===== config.mk =====
export PLATFORM = sky130hd
export DESIGN_NAME = rowdec_top
export DESIGN_NICKNAME = d
export VERILOG_FILES = /design/src/rtl/rowdec_pkg.sv /design/src/rtl/rowdec_regs.sv /design/src/rtl/rowdec_window.sv /design/src/rtl/rowdec_pick.sv /design/src/rtl/rowdec_top.sv
export SDC_FILE = /design/constraint.sdc
export NUM_CORES = 1
export LEC_CHECK = 0
export BUFFER_PORTS_ARGS = -buffer_cell sky130_fd_sc_hd__buf_2
export CAP_MARGIN = 40
export CORE_MARGIN = 4
export CORE_UTILIZATION = 35
export DETAILED_ROUTE_END_ITERATION = 12
export GPL_TIMING_DRIVEN = 1
export SYNTH_ARGS = -nofsm -noshare
export SYNTH_HDL_FRONTEND = slang
export SYNTH_SLANG_ARGS = --single-unit

===== constraint.sdc =====
create_clock -name clk -period 5.5 [get_ports clk]
set_clock_uncertainty 0.2 [all_clocks]
set_input_delay 1.1 -clock clk [delete_from_list [all_inputs] [get_ports clk]]
set_output_delay 1.1 -clock clk [all_outputs]
set_load 0.01 [all_outputs]

===== src/rtl/rowdec_pkg.sv =====
package rowdec_pkg;

  typedef logic [63:0] wide_t;

  localparam int BND_MAX_W = 16;
  localparam int EXT_W     = 2;
  localparam int MB_SHIFT  = 20;

  typedef logic [BND_MAX_W-1:0] bnd_t;

  // Take the significant extension bits of one row out of a shared register byte.
  function automatic logic [EXT_W-1:0] ext_slice(input logic [7:0] d, input logic odd);
    return odd ? d[5:4] : d[1:0];
  endfunction

  // Rebuild a shared extension byte from the fields of its two rows.
  function automatic logic [7:0] ext_pack(input logic [EXT_W-1:0] even_f,
                                          input logic [EXT_W-1:0] odd_f);
    return {2'b00, odd_f, 2'b00, even_f};
  endfunction

  // Full boundary: low byte with extension above it, masked to sig bits.
  function automatic bnd_t join_bound(input logic [7:0] low, input logic [EXT_W-1:0] ext,
                                      input int sig);
    bnd_t raw;
    bnd_t res;
    raw = bnd_t'({ext, low});
    for (int i = 0; i < BND_MAX_W; i++)
      res[i] = (i < sig) ? raw[i] : 1'b0;
    return res;
  endfunction

  // Boundary in units converted to a byte address.
  function automatic wide_t scale(input bnd_t bnd, input int unit_mb);
    wide_t unit_bytes;
    unit_bytes = wide_t'(unit_mb) << MB_SHIFT;
    return wide_t'(bnd) * unit_bytes;
  endfunction

endpackage


===== src/rtl/rowdec_regs.sv =====
module rowdec_regs
  import rowdec_pkg::*;
#(
  parameter int NUM_ROWS = 8,
  parameter int IDX_W    = 8,
  parameter int LOW_W    = 8,
  parameter logic [LOW_W-1:0] DEF_LOW = 8'h10
) (
  input  logic clk,
  input  logic rst_n,
  input  logic [IDX_W-1:0] idx,
  input  logic [LOW_W-1:0] wdata,
  input  logic we,
  output logic [LOW_W-1:0] rdata,
  output logic [NUM_ROWS-1:0][LOW_W-1:0] low_q,
  output logic [NUM_ROWS-1:0][EXT_W-1:0] ext_q
);
  // Register file: one low byte per row, then shared extension bytes.
  // NUM_ROWS is expected to be even.
  localparam int EXT_BASE  = NUM_ROWS;
  localparam int NUM_EXT   = (NUM_ROWS + 1) / 2;
  localparam int REG_COUNT = EXT_BASE + NUM_EXT;

  logic [NUM_ROWS-1:0] low_wr;
  logic [NUM_ROWS-1:0] ext_wr;
  logic idx_unmapped;

  always_comb begin
    for (int r = 0; r < NUM_ROWS; r++) begin
      low_wr[r] = we && (int'(idx) == r);
      ext_wr[r] = we && (int'(idx) == EXT_BASE + r / 2);
    end
    idx_unmapped = int'(idx) >= REG_COUNT;
  end

  always_ff @(posedge clk or negedge rst_n) begin
    if (!rst_n) begin
      for (int r = 0; r < NUM_ROWS; r++) begin
        low_q[r] <= DEF_LOW;
        ext_q[r] <= '0;
      end
    end else begin
      for (int r = 0; r < NUM_ROWS; r++) begin
        if (low_wr[r]) low_q[r] <= wdata;
        if (ext_wr[r]) ext_q[r] <= ext_slice(wdata, (r % 2) == 1);
      end
    end
  end

  always_comb begin
    rdata = '0;
    for (int r = 0; r < NUM_ROWS; r++)
      if (int'(idx) == r) rdata = low_q[r];
    for (int k = 0; k < NUM_EXT; k++)
      if (int'(idx) == EXT_BASE + k) rdata = ext_pack(ext_q[2*k], ext_q[2*k+1]);
  end

  // reset loads the defaults
  a_r1_reset_defaults: assert property (@(posedge clk)
    !rst_n |=> (low_q[0] == DEF_LOW) && (ext_q == '0));

  // unmapped writes touch nothing
  a_r9_unmapped_ignored: assert property (@(posedge clk) disable iff (!rst_n)
    (we && idx_unmapped) |=> ($stable(low_q) && $stable(ext_q)));

  for (genvar g = 0; g < NUM_ROWS; g++) begin : g_chk
    // a row's registers move only when that row is addressed
    a_r5_low_isolated: assert property (@(posedge clk) disable iff (!rst_n)
      !low_wr[g] |=> $stable(low_q[g]));
    a_r5_ext_isolated: assert property (@(posedge clk) disable iff (!rst_n)
      !ext_wr[g] |=> $stable(ext_q[g]));
  end

endmodule


===== src/rtl/rowdec_window.sv =====
module rowdec_window
  import rowdec_pkg::*;
#(
  parameter int ADDR_W  = 32,
  parameter int UNIT_MB = 1
) (
  input  bnd_t prev_bnd,
  input  bnd_t cur_bnd,
  input  logic [ADDR_W-1:0] addr,
  output wide_t base,
  output wide_t limit,
  output logic empty,
  output logic cand
);
  // Span of one row: [prev boundary, own boundary) in bytes.
  wide_t addr_w;

  always_comb begin
    addr_w = wide_t'(addr);
    base   = scale(prev_bnd, UNIT_MB);
    limit  = scale(cur_bnd, UNIT_MB);
    empty  = prev_bnd >= cur_bnd;
    cand   = !empty && (addr_w >= base) && (addr_w < limit);
  end

endmodule


===== src/rtl/rowdec_pick.sv =====
module rowdec_pick
  import rowdec_pkg::*;
#(
  parameter int NUM_ROWS = 8,
  parameter int ADDR_W   = 32
) (
  input  logic [NUM_ROWS-1:0] cand,
  input  logic [NUM_ROWS-1:0][63:0] bases,
  input  logic [ADDR_W-1:0] addr,
  output logic [NUM_ROWS-1:0] sel,
  output logic hit,
  output logic [ADDR_W-1:0] offset
);
  // Priority pick: scanning downward lets the lowest candidate win.
  always_comb begin
    sel    = '0;
    offset = '0;
    for (int r = NUM_ROWS - 1; r >= 0; r--) begin
      if (cand[r]) begin
        sel    = '0;
        sel[r] = 1'b1;
        offset = addr - bases[r][ADDR_W-1:0];
      end
    end
    hit = |cand;
  end

endmodule


===== src/rtl/rowdec_top.sv =====
module rowdec_top
  import rowdec_pkg::*;
#(
  parameter int NUM_ROWS = 8,
  parameter int LOW_W    = 8,
  parameter int ADDR_W   = 32,
  parameter int IDX_W    = 8,
  parameter int UNIT_MB  = 1,
  parameter int SIG_BITS = 10,
  parameter logic [LOW_W-1:0] DEF_LOW = 8'h10
) (
  input  logic clk,
  input  logic rst_n,
  input  logic [IDX_W-1:0] reg_idx,
  input  logic [LOW_W-1:0] reg_wdata,
  input  logic reg_we,
  output logic [LOW_W-1:0] reg_rdata,
  input  logic [ADDR_W-1:0] host_addr,
  output logic [NUM_ROWS-1:0] row_sel,
  output logic row_hit,
  output logic [ADDR_W-1:0] row_offset
);
  logic [NUM_ROWS-1:0][LOW_W-1:0] low_q;
  logic [NUM_ROWS-1:0][EXT_W-1:0] ext_q;
  logic [NUM_ROWS-1:0][BND_MAX_W-1:0] bnd;
  logic [NUM_ROWS-1:0][63:0] win_base;
  logic [NUM_ROWS-1:0][63:0] win_limit;
  logic [NUM_ROWS-1:0] win_empty;
  logic [NUM_ROWS-1:0] win_cand;

  rowdec_regs #(
    .NUM_ROWS(NUM_ROWS), .IDX_W(IDX_W), .LOW_W(LOW_W), .DEF_LOW(DEF_LOW)
  ) u_regs (
    .clk(clk), .rst_n(rst_n), .idx(reg_idx), .wdata(reg_wdata), .we(reg_we),
    .rdata(reg_rdata), .low_q(low_q), .ext_q(ext_q)
  );

  always_comb
    for (int r = 0; r < NUM_ROWS; r++)
      bnd[r] = join_bound(low_q[r], ext_q[r], SIG_BITS);

  for (genvar g = 0; g < NUM_ROWS; g++) begin : g_row
    bnd_t prev;
    if (g == 0) begin : g_first
      assign prev = '0;
    end else begin : g_next
      assign prev = bnd[g-1];
    end

    rowdec_window #(.ADDR_W(ADDR_W), .UNIT_MB(UNIT_MB)) u_win (
      .prev_bnd(prev), .cur_bnd(bnd[g]), .addr(host_addr),
      .base(win_base[g]), .limit(win_limit[g]),
      .empty(win_empty[g]), .cand(win_cand[g])
    );

    // an empty row is never selected
    a_r4_empty_silent: assert property (@(posedge clk) disable iff (!rst_n)
      win_empty[g] |-> !row_sel[g]);
    // the offset stays inside the selected row
    a_r6_offset_in_row: assert property (@(posedge clk) disable iff (!rst_n)
      row_sel[g] |-> (wide_t'(row_offset) < (win_limit[g] - win_base[g])));
    if (g > 0) begin : g_prio
      // no lower-numbered candidate is passed over
      a_r7_lowest_wins: assert property (@(posedge clk) disable iff (!rst_n)
        row_sel[g] |-> (win_cand[g-1:0] == '0));
    end
  end

  rowdec_pick #(.NUM_ROWS(NUM_ROWS), .ADDR_W(ADDR_W)) u_pick (
    .cand(win_cand), .bases(win_base), .addr(host_addr),
    .sel(row_sel), .hit(row_hit), .offset(row_offset)
  );

  // selection is one-hot and agrees with the hit flag
  a_r7_onehot_hit: assert property (@(posedge clk) disable iff (!rst_n)
    $onehot0(row_sel) && (row_hit == (row_sel != '0)));
  // a miss reports a zero offset
  a_r6_miss_zero: assert property (@(posedge clk) disable iff (!rst_n)
    !row_hit |-> (row_offset == '0));

endmodule


Yosys cells after proc, flatten, opt, wreduce, memory -nomap -nowiden
Index checks and enable logic that the tools add are counted.

Bits in registers: 80. Logic and storage cells: 124. Input bits: 51.

Equality and inequality tests: 11. Multiplexer cells: 28. $lt $le $gt $ge: 24. Reduce and logical (&&, ||, !) cells: 38. $add $sub $neg: 7.

Operators with widths (count): < comparator 32 x 30 -> 1 bit (8); 2-to-1 mux 32 bit (8); >= comparator 32 x 30 -> 1 bit (7); subtractor 32 x 30 -> 32 bit (7); 2-to-1 mux 8 bit (20); >= comparator 10 bit (7); equality test 8 x 4 -> 1 bit (second input constant) (4); equality test 8 x 5 -> 1 bit (second input constant) (4); >= comparator 32 x 1 -> 1 bit (second input constant) (1); logical AND 1 bit (28); equality test 8 x 3 -> 1 bit (second input constant) (2); >= comparator 1 x 10 -> 1 bit (first input constant) (1); equality test 8 x 2 -> 1 bit (second input constant) (1); logical NOT 1 bit (8); logical NOT 8 bit (1); OR reduction 8 bit (1).

Longest topological paths before layout
Gate-level depths: netlist (run 1).

Word-level depth: 13. Depth in mapped cells: 14. Depth with buffers taken out: 13.

Cells and area by module
Synthesis (run 1) repeated with hierarchy kept, for this count alone.

Cells, all modules: 4705. Area, all modules: 35141.2 um^2.

By module, submodules not included: rowdec_window (sequential area each 0.0 um^2, times used 8, cells an instance 261, area an instance 1965.6 um^2); rowdec_pick (sequential area each 0.0 um^2, times used 1, cells an instance 2338, area an instance 15498.6 um^2); rowdec_regs (sequential area each 2011.9 um^2, times used 1, cells an instance 278, area an instance 3913.8 um^2); rowdec_top (sequential area each 0.0 um^2, times used 1, cells an instance 1, area an instance 3.8 um^2).

Least setup slack after synthesis (run 1)
No wires, ideal clock.

Path kind: input to output. Start point: input host_addr[20]. End point: output row_offset[29]. Setup slack: 0.419 ns. Arrival: 3.781 ns. Stages on the path: 12. Required time: 4.200 ns. Cell sequence: inv_1 > ha_1 > fa_1 > nand2b_1 > a211oi_1 > o41ai_2 > or4b_1 > nand3_1 > nand3_1 > o32a_1 > o211a_1 > o221ai_2.

Word-level cells in the longest chain between the ends: 11.

Ends and longest elaborated chain: start: declaration (line rowdec_top.sv:18) `input logic [ADDR_W-1:0] host_addr,`; >= comparator 32 x 30 -> 1 bit (line rowdec_window.sv:23) `cand = !empty && (addr_w >= base) && (addr_w < limit);`; logical AND 1 bit (2 in series) (line rowdec_window.sv:23); 2-to-1 mux 32 bit (7 in series) (line rowdec_pick.sv:19) `if (cand[r]) begin`; 2-to-1 mux 32 bit (*) (line rowdec_pick.sv:19); end: declaration (line rowdec_top.sv:21) `output logic [ADDR_W-1:0] row_offset`.

Every way passes the cells marked *; elsewhere a longest branch is shown, timed or not.

Final worst setup path (run 1)
Start point: input host_addr[20]. End point: output row_offset[21].

Same word-level chain as after synthesis.

==> flow_summary_export.csv, run 1 <==
group,metric,value,unit
timing,finalCritPeriodShare,98.58,%
placement,dpl.cell_count,1735,
placement,gp_congestion,0.9729,
route,drc,0,
clocking,root_buffer,"clkbuf_16",
global_route,grt_pass1_wl,57.33,mm
power_and_ir_drop,p_leak,0.005618,uW
timing,tightest_slew,0.8443,ns
power_and_ir_drop,internal_power,1523,uW
die,die_area,30640,um^2
critical_path,r2r_end,"u_regs.low_q[44]$_DFFE_PN1P_",
power_and_ir_drop,switching_share,37.04,%
timing,grt_setup_unrepaired,"yes",
yosys,synth_cell_types,83,
clocking,cts_buffers,9,
placement,port_buffers,99,
clocking,insertion_delay,0.34,ns
yosys,async_reset_ff_share,100.0,%
power_and_ir_drop,clkPwrFrac,28.6,%
critical_path,ff2ff_path_depth,2,
critical_path,crit_type,"primary input to primary output",
power_and_ir_drop,finalPower,2419,uW
global_route,antenna_found_initial,0,
power_and_ir_drop,comb_power_share,43.2,%
global_route,grt_pass1_vias,9773,
finish,syn_to_final_growth,23.52,%
die,start_util,35.94,%
critical_path,crit_end,"row_offset[21]",
min_path,hold_path_class,"flop to flop",
clocking,holdBufCountCts,0,
clocking,clockBufferDepth,2,
critical_path,crit_path_start_kind,"primary input",
route,vias_per_cell,5.765,
critical_path,end_kind,"primary output",
critical_path,startpoint,"host_addr[20]",
die,core-area,27180,um^2
flow_run,drv_cap,0,
clocking,cts_num_sinks,80,
route,dr.pass1.iters,5,
critical_path,critical_path_required,4.20,ns
status,outcome,"finished, final reports clean",
power_and_ir_drop,peakVddDrop,141.9,uV
timing,fin_crit,5.422,ns
finish,drive_gt1_share,25.00,%
timing,final-setup-viol-count,0,
yosys,ys_ff_latch,80,
timing,slew_viol_final,0,
critical_path,rr_startpoint,"u_regs.low_q[44]$_DFFE_PN1P_",
timing,final_hold_viol_count,0,
yosys,synth.net_count,1377,
placement,dp_hpwl,31.30,mm
power_and_ir_drop,powerDensity,200.5,nW/um^2
critical_path,crit_fanout,8,
clocking,cts.htree.levels,3,
route,detail_route.wl_per_cell,21.47,um
global_route,grtUsageTotal,23.93,%
timing,setup_slack,0.07828,ns
timing,worst_slew_margin_rel,43.51,%
yosys,synth-edff-count,0,
global_route,grt_overflow,0,
critical_path,rrSetupSlack,4.33,ns
die,ioPinCount,100,
placement,place_ws,-0.1088,ns
finish,antennaDiodeCount,0,
route,wl,37.62,mm
route,vias,10100,
power_and_ir_drop,switching_power,896.0,uW
yosys,ys_seq_area_share,20.60,%
yosys,synth_cells,1170,
critical_path,critical_path_arrival,4.12,ns
yosys,ys_warn_count,0,
yosys,netlist_area,9767,um^2
global_route,grt_max_degree,49,
clocking,cts_tree,"built",
die,num_rows,60,
die,fp.dieH,175.1,um
finish,fin_cells,1752,
power_and_ir_drop,pwr-share-seq,28.2,%
finish,final_net_count,1582,
clocking,clk_pin_slew_worst_paths,0.06,ns
yosys,synth_ff_type,"dfrtp_1",
die,die_x,175.1,um
timing,worst_hold_slack,0.3445,ns
yosys,syn_avg_cell_area,8.348,um^2
route,drt_iter0_drc,984,
route,final_antenna_net_count,0,
timing,fmax,0.1844,GHz
[synthesized netlist by cell type (4+ instances only)]
library cell | number | area (um^2)
inv_1 | 98 | 367.9
o41ai_1 | 7 | 61.31
dfstp_2 | 8 | 210.2
ha_1 | 149 | 1864
o21ai_0 | 87 | 435.4
mux2i_1 | 8 | 80.08
and4_1 | 5 | 43.79
o21a_1 | 10 | 75.07
nor2b_1 | 10 | 62.56
a31oi_1 | 10 | 62.56
nand3_1 | 27 | 135.1
clkbuf_1 | 23 | 86.33
mux4_2 | 12 | 270.3
buf_2 | 6 | 30.03
a2111oi_0 | 5 | 43.79
nand4_1 | 21 | 131.4
nand2_1 | 100 | 375.4
xnor2_1 | 31 | 271.5
and2_1 | 22 | 137.6
dfrtp_1 | 72 | 1802
a311oi_1 | 4 | 35.03
and3_1 | 7 | 43.79
mux2_2 | 41 | 461.7
fa_1 | 7 | 140.1
o211ai_1 | 14 | 105.1
a21oi_1 | 76 | 380.4
o2111ai_1 | 8 | 70.07
a21o_1 | 18 | 135.1
or3_1 | 5 | 31.28
a211oi_1 | 21 | 157.7
xor2_1 | 17 | 148.9
o221ai_1 | 9 | 78.83
o22ai_1 | 14 | 87.58
nor2_1 | 82 | 307.8
nor3_1 | 29 | 145.1
nor4_1 | 7 | 43.79
o21bai_1 | 6 | 45.04
nor4_2 | 4 | 50.05
nand2b_1 | 22 | 137.6
or4_1 | 4 | 30.03
o311ai_0 | 4 | 35.03
[repair_timing]
action,CTS,global route
gates resized for setup,6,25
setup endpoints to repair,19,33
pin swaps,0,5
setup buffers,0,1
[kinds of logic (layout without fill, tap and decap cells)]
kind of cell             Yosys count  after routing  synth area share (%)
buffers and inverters            131            341                 5.239
XOR/XNOR                          48             48                 4.304
adder cells (fa/ha/maj)          156            156                 20.52
AND/OR/NAND/NOR                  362            362                 18.64
multiplexers                      61             61                 8.314
flip-flops                        80             80                 20.60
AO/OA/AOI/OAI                    332            332                 22.38
[worst max-delay path, cell delays in order]
cell and delay [ns]:
buf_2 0.10, inv_2 0.06, buf_4 0.16, ha_1 0.23
fa_2 0.37, nand2b_4 0.16, a211oi_4 0.25, o41ai_1 0.13
o41a_1 0.14, or3_4 0.43, and3_1 0.19, a21oi_1 0.11
o311ai_1 0.14, buf_4 0.16, o311ai_0 0.15, buf_2 0.24
[sequential cells by signal (all words and copies together), names as in the netlist]
signal / count
u_regs.low_q: 64
u_regs.ext_q: 16
[power groups by stage]
stage                     logic [uW]  clock network (uW)  registers (uW)
after global placement           993                   0             688
after global routing            1140                 732             684
after floorplan                  614                   0             665
after CTS                       1020                 705             679
final                           1050                 692             681
after detailed placement        1010                   0             689
[layout make-up]
class                      count  area (um^2)
tap                          372        465.4
clock inverter                 5        103.9
multi-input combinational    959         7361
inverter                      98        371.6
sequential                    80         2012
fill                        2715        15110
clock buffer                  11        242.7
timing repair buffer         227         1508
[per-layer routing]
layer  wire length [um]  global-route usage (%)
met1              16960                   33.40
met2              16500                   37.79
met3               2964                   4.370
met4               1185                   7.234
met5                  0                       0
[worst min path at each step]
stage | from | endpoint | slack [ns] | cells after the start
global route | u_regs.ext_q[5]$_DFFE_PN0P_ | u_regs.ext_q[5]$_DFFE_PN0P_ | 0.37 | 1
global placement | u_regs.ext_q[5]$_DFFE_PN0P_ | u_regs.ext_q[5]$_DFFE_PN0P_ | 0.32 | 1
detailed placement | u_regs.ext_q[5]$_DFFE_PN0P_ | u_regs.ext_q[5]$_DFFE_PN0P_ | 0.33 | 1
floorplan | u_regs.ext_q[15]$_DFFE_PN0P_ | u_regs.ext_q[15]$_DFFE_PN0P_ | 0.30 | 1
finish | u_regs.ext_q[5]$_DFFE_PN0P_ | u_regs.ext_q[5]$_DFFE_PN0P_ | 0.34 | 1
CTS | u_regs.ext_q[5]$_DFFE_PN0P_ | u_regs.ext_q[5]$_DFFE_PN0P_ | 0.34 | 1
[per-stage QoR]
| step | area (um^2) | setup TNS, ns | utilization, % |
|---|---|---|---|
| after floorplan | 9767 | 0 | - |
| after global placement | 11560 | -0.08467 | 42.52 |
| after detailed placement | 11590 | -0.1762 | 42.65 |
| after CTS | 11950 | 0 | 43.97 |
| after global routing | 12060 | -0.01886 | 44.39 |
| final | 12060 | 0 | 44.39 |
[layout by cell type (no fill, tap or decap), types with 10 or more instances in the layout]
master    synthesis  routed
a211oi_1         21      16
a21o_1           18      18
a21oi_1          76      74
a31oi_1          10      10
and2_1           22      22
buf_2             6      98
buf_4             1     125
dfrtp_1          72      72
ha_1            149     147
inv_1            98      96
mux2_2           41      41
mux4_2           12      12
nand2_1         100     100
nand2b_1         22      21
nand3_1          27      27
nand4_1          21      21
nor2_1           82      81
nor2b_1          10      10
nor3_1           29      27
o211ai_1         14      14
o21a_1           10      10
o21ai_0          87      85
o22ai_1          14      14
xnor2_1          31      31
xor2_1           17      17
Note: power is estimated with default switching activity, not from simulation.
==> inputs of run 2 (changes only) <==
--- a/config.mk
+++ b/config.mk
@@ -5,11 +5,11 @@
 export SDC_FILE = /design/constraint.sdc
 export NUM_CORES = 1
 export LEC_CHECK = 0
-export BUFFER_PORTS_ARGS = -buffer_cell sky130_fd_sc_hd__buf_2
 export CAP_MARGIN = 40
 export CORE_MARGIN = 4
 export CORE_UTILIZATION = 35
 export DETAILED_ROUTE_END_ITERATION = 12
+export DONT_BUFFER_PORTS = 1
 export GPL_TIMING_DRIVEN = 1
 export SYNTH_ARGS = -nofsm -noshare
 export SYNTH_HDL_FRONTEND = slang
==> flow_summary_export.csv, run 2 (synthesized netlist as in run 1, its figures left out) <==
group,metric,value,unit
status,outcome,"finished, final reports clean",
route,detail_route.wl_per_cell,22.80,um
clocking,cts_buffers,9,
clocking,cts.htree.levels,3,
timing,final_hold_viol_count,0,
power_and_ir_drop,peakVddDrop,143.7,uV
clocking,insertion_delay,0.34,ns
placement,dpl_cell_area,10630,um^2
critical_path,crit_fanout,6,
timing,grt_setup_unrepaired,"yes",
power_and_ir_drop,p_leak,0.004909,uW
min_path,hold_path_class,"primary input to async pin",
die,die_area,30640,um^2
route,drt_iter0_drc,1022,
critical_path,crit_type,"primary input to primary output",
global_route,use_met3,4.068,%
route,final_antenna_net_count,0,
clocking,cts_num_sinks,80,
global_route,grt_overflow,0,
timing,worst_slew_margin_rel,41.60,%
finish,layout_commonest_cell,"ha_1",
flow_run,drv_cap,0,
global_route,use_met1,32.95,%
finish,final_util,40.87,%
power_and_ir_drop,powerDensity,204.5,nW/um^2
global_route,antenna_found_initial,0,
critical_path,critical_path_arrival,4.09,ns
route,wl,36.46,mm
critical_path,critical_path_required,4.20,ns
timing,fin_crit,5.394,ns
finish,fin_area,11110,um^2
die,num_rows,60,
global_route,grt_pass1_wl,54.99,mm
global_route,grtUsageTotal,23.19,%
clocking,clockBufferDepth,2,
finish,final_cell_mix,"ha_1 (148), nand2_1 (100), inv_1 (96), o21ai_0 (86), nor2_1 (82)",
placement,gp_congestion,0.9665,
route,vias,9516,
critical_path,crit_end,"row_offset[21]",
timing,final-setup-viol-count,0,
placement,dp_hpwl,29.41,mm
timing,tightest_slew,0.8647,ns
timing,slew_viol_final,0,
die,fp.dieH,175.1,um
clocking,root_buffer,"clkbuf_16",
critical_path,end_kind,"primary output",
critical_path,rr_startpoint,"u_regs.low_q[9]$_DFFE_PN0P_",
die,ioPinCount,100,
die,start_util,35.94,%
timing,finalCritPeriodShare,98.06,%
global_route,grt_max_degree,81,
finish,syn_to_final_growth,13.73,%
placement,port_buffers,0,
route,vias_per_cell,5.951,
finish,largestRegisters,"u_regs.low_q: 64 flops, u_regs.ext_q: 16 flops",
finish,largest_reg_flops,64,
die,core-area,27180,um^2
finish,regMostFlops,"u_regs.low_q",
critical_path,ff2ff_path_depth,1,
global_route,use_met2,36.14,%
critical_path,startpoint,"host_addr[20]",
die,die_x,175.1,um
critical_path,r2r_end,"u_regs.low_q[9]$_DFFE_PN0P_",
clocking,cts_tree,"built",
global_route,top_usage_layer,"met2",
clocking,holdBufCountCts,0,
finish,final_net_count,1429,
finish,antennaDiodeCount,0,
timing,fmax,0.1854,GHz
route,dr.pass1.iters,5,
global_route,grt_pass1_vias,9014,
finish,drive_gt1_share,15.08,%
route,drc,0,
critical_path,rrSetupSlack,4.33,ns
clocking,clk_pin_slew_worst_paths,0.07,ns
critical_path,crit_path_start_kind,"primary input",
run 2: changes by cell type in the layout (fill, tap and decap cells not counted), sizes merged:
cell | previous run | this run
buf | 227 | 74
clkinvlp | 1 | 2
inv | 97 | 96
run 2: repair_timing:
item | CTS | global route
gates resized for setup | 3 | 19
setup endpoints to repair | 5 | 9
setup buffers | 0 | 6
hold endpoints to repair | 0 | 0
pin swaps | 0 | 3
cloned | 0 | 0
run 2: routing by layer:
| metal | up-vias | part of all wire [%] |
|---|---|---|
| met5 | - | 0 |
| met4 | 0 | 3.1 |
| li1 | 4445 | - |
| met1 | 4534 | 44 |
| met3 | 71 | 8.8 |
| met2 | 466 | 44 |
run 2: power by group:
part	internal, uW	leakage [uW]	switching (uW)
sequential	630	0.000924	51.4
clock	456	0.000170	247
combinational	373	0.00381	515
run 2: per-stage QoR:
stage | std cells | power, uW | setup slack (ns) | TNS [ns] | hold WS (ns)
after detailed placement | 1577 | 1544 | -0.09900 | -0.1853 | 0.3381
after global routing | 1599 | 2394 | -0.06647 | -0.09929 | 0.2302
after global placement | 1575 | 1535 | -0.2159 | -0.7029 | 0.3254
after CTS | 1593 | 2252 | 0.02257 | 0 | 0.2358
after floorplan | 1170 | 1279 | 0.4186 | 0 | 0.3025
final | 1599 | 2272 | 0.1064 | 0 | 0.2453
run 2: worst min-delay path by stage:
stage                                  from                            to  slack [ns]
2_1_floorplan  u_regs.ext_q[15]$_DFFE_PN0P_  u_regs.ext_q[15]$_DFFE_PN0P_        0.30
3_3_place_gp    u_regs.ext_q[5]$_DFFE_PN0P_   u_regs.ext_q[5]$_DFFE_PN0P_        0.33
3_5_place_dp    u_regs.ext_q[6]$_DFFE_PN0P_   u_regs.ext_q[6]$_DFFE_PN0P_        0.34
4_1_cts                               rst_n  u_regs.low_q[61]$_DFFE_PN0P_        0.24
5_1_grt                               rst_n  u_regs.low_q[61]$_DFFE_PN0P_        0.23
6_report                              rst_n  u_regs.low_q[61]$_DFFE_PN0P_        0.25
run 2: layout make-up:
cell class	count	area, um^2
fillers	2757	16070
repair buffers	74	584.3
clock buffers	11	242.7
flip-flops and latches	80	2012
well taps	372	465.4
clock inverters	5	103.9
multi-input cells	959	7325
inverters	98	375.4
run 2: worst max-delay path, stage by stage:
cell and delay [ns]:
clkinvlp_4 0.13, buf_6 0.17, ha_1 0.23, fa_2 0.37, nand2b_4 0.16, a211oi_4 0.26, o41ai_2 0.12, o41a_1 0.15
or3_4 0.42, and3_1 0.18, a21oi_1 0.11, o311ai_1 0.13, buf_4 0.15, o311ai_0 0.10, buf_4 0.20, buf_4 0.11
==> inputs of run 3 (changes only) <==
==> constraint.sdc (replaced) <==
create_clock -name clk -period 6.7 [get_ports clk]
set_clock_uncertainty 0.2 [all_clocks]
set_input_delay 1.34 -clock clk [delete_from_list [all_inputs] [get_ports clk]]
set_output_delay 1.34 -clock clk [all_outputs]
set_load 0.01 [all_outputs]
==> flow_summary_export.csv, run 3 (synthesized netlist as in run 1, its figures left out) <==
group,metric,value,unit
clocking,cts_num_sinks,80,
flow_run,drv_cap,0,
global_route,grtUsageTotal,23.11,%
timing,final_hold_viol_count,0,
global_route,antenna_found_initial,0,
power_and_ir_drop,peakVddDrop,125.8,uV
placement,dp_hpwl,29.21,mm
critical_path,critical_path_arrival,4.85,ns
die,core-area,27180,um^2
clocking,holdBufCountCts,0,
timing,tightest_slew,0.7426,ns
clocking,postCtsSetupBuffers,0,
finish,syn_to_final_growth,8.135,%
placement,place_ws,0.3823,ns
global_route,grt_max_degree,81,
timing,finalCritPeriodShare,95.43,%
placement,gp_congestion,0.9508,
die,die_x,175.1,um
finish,final_cell_mix,"ha_1 (149), nand2_1 (100), inv_1 (98), o21ai_0 (87), nor2_1 (82)",
route,wl,36.02,mm
die,ioPinCount,100,
critical_path,end_kind,"primary output",
finish,drive_gt1_share,9.625,%
timing,fin_crit,6.393,ns
critical_path,max_stage_delay,0.59,ns
global_route,grt_pass1_vias,8901,
route,vias,9343,
route,drt_iter0_drc,1052,
timing,worst_slew_margin_rel,49.84,%
timing,fmax,0.1564,GHz
critical_path,crit_path_start_kind,"primary input",
die,die_area,30640,um^2
finish,fin_area,10560,um^2
route,detail_route.wl_per_cell,23.30,um
clocking,cts.htree.levels,3,
critical_path,worst_path_most_repeated_cell,"o311ai_0",
die,num_rows,60,
finish,layout_commonest_cell,"ha_1",
timing,final-setup-viol-count,0,
die,start_util,35.94,%
route,dr.pass1.iters,6,
timing,slew_viol_final,0,
min_path,hold_path_class,"flop to flop",
timing,final.setup.tns,0,ns
placement,dpl_cell_area,10250,um^2
power_and_ir_drop,powerDensity,166.9,nW/um^2
timing,grt_setup_unrepaired,"no",
placement,port_buffers,0,
critical_path,crit_type,"primary input to primary output",
clocking,clk_pin_slew_worst_paths,0.05,ns
route,final_antenna_net_count,0,
power_and_ir_drop,p_leak,0.004615,uW
timing,setup_slack,0.3065,ns
global_route,grt_overflow,0,
critical_path,crit_fanout,12,
clocking,cts_buffers,9,
finish,largestRegisters,"u_regs.low_q: 64 flops, u_regs.ext_q: 16 flops",
finish,regMostFlops,"u_regs.low_q",
die,fp.dieH,175.1,um
route,vias_per_cell,6.043,
clocking,root_buffer,"clkbuf_16",
clocking,insertion_delay,0.33,ns
finish,antennaDiodeCount,0,
clocking,cts_resized,0,
critical_path,cp_slowest_cell,"o311ai_0",
clocking,cts_tree,"built",
route,drc,0,
critical_path,cp_cell_sequence,"inv_1 > ha_1 > fa_1 > nand2b_1 > a211oi_1 > o41ai_2 > or4b_1 > and3_1 > o311ai_0 > o311ai_0 > buf_4",
status,outcome,"finished, final reports clean",
finish,final_net_count,1376,
finish,largest_reg_flops,64,
global_route,grt_pass1_wl,54.73,mm
critical_path,critical_path_required,5.16,ns
clocking,clockBufferDepth,2,
run 3: changes by cell type in the layout (fill, tap and decap cells not counted), sizes merged:
cell	change
buf	-53
clkbuf	+2
clkinvlp	-2
inv	+2
bufinv	-1
clkinv	-1
run 3: layer usage:
layer | GRT usage (%) | up-vias | part of all wire, %
li1 | - | 4352 | -
met1 | 32.34 | 4480 | 44
met2 | 35.25 | 430 | 43
met3 | 5.452 | 81 | 9.3
met4 | 7.430 | 0 | 3.4
met5 | 0 | - | 0
run 3: per-stage QoR:
step                      utilization [%]  power, uW  std cells  hold WS [ns]
after floorplan                         -       1050       1170        0.3025
after global placement              37.67       1227       1528        0.3199
after detailed placement            37.73       1233       1530        0.3349
after CTS                           38.86       1762       1546        0.3472
after global routing                38.86       1862       1546        0.3658
final                               38.86       1763       1546        0.3464
run 3: final timing paths:
kind	slack [ns]	endpoint	cells after the start	start
worst min-delay path	0.35	u_regs.ext_q[5]$_DFFE_PN0P_	1	u_regs.ext_q[5]$_DFFE_PN0P_
worst min register to register	0.35	u_regs.ext_q[5]$_DFFE_PN0P_	1	u_regs.ext_q[5]$_DFFE_PN0P_
worst max-delay path	0.31	row_offset[21]	11	host_addr[20]
worst max register to register	5.54	u_regs.low_q[9]$_DFFE_PN0P_	1	u_regs.low_q[9]$_DFFE_PN0P_
max in group asynchronous	5.57	u_regs.low_q[4]$_DFFE_PN1P_	0	rst_n
min in group asynchronous	0.49	u_regs.low_q[62]$_DFFE_PN0P_	0	rst_n
run 3: power by group:
part / total (uW) / internal [uW] / leakage, uW / switching (uW)
logic: 681 / 270 / 0.00354 / 411
registers: 559 / 517 / 0.000924 / 41.9
clock network: 522 / 328 / 0.000148 / 195
run 3: final cells by class:
cell class                 instances  area (um^2)
fill                            2815        16610
clock inverter                     3        68.82
clock buffer                      13        240.2
multi-input combinational        959         7249
tap                              372        465.4
inverter                          98        367.9
sequential                        80         2012
timing repair buffer              21        157.7
run 3: critical path: cells and delay by family:
kind	cells	cell delay, ns
AO/OA/AOI/OAI	4	1.42
adder cells (fa/ha/maj)	2	0.50
buffers and inverters	2	0.56
AND/OR/NAND/NOR	3	1.01
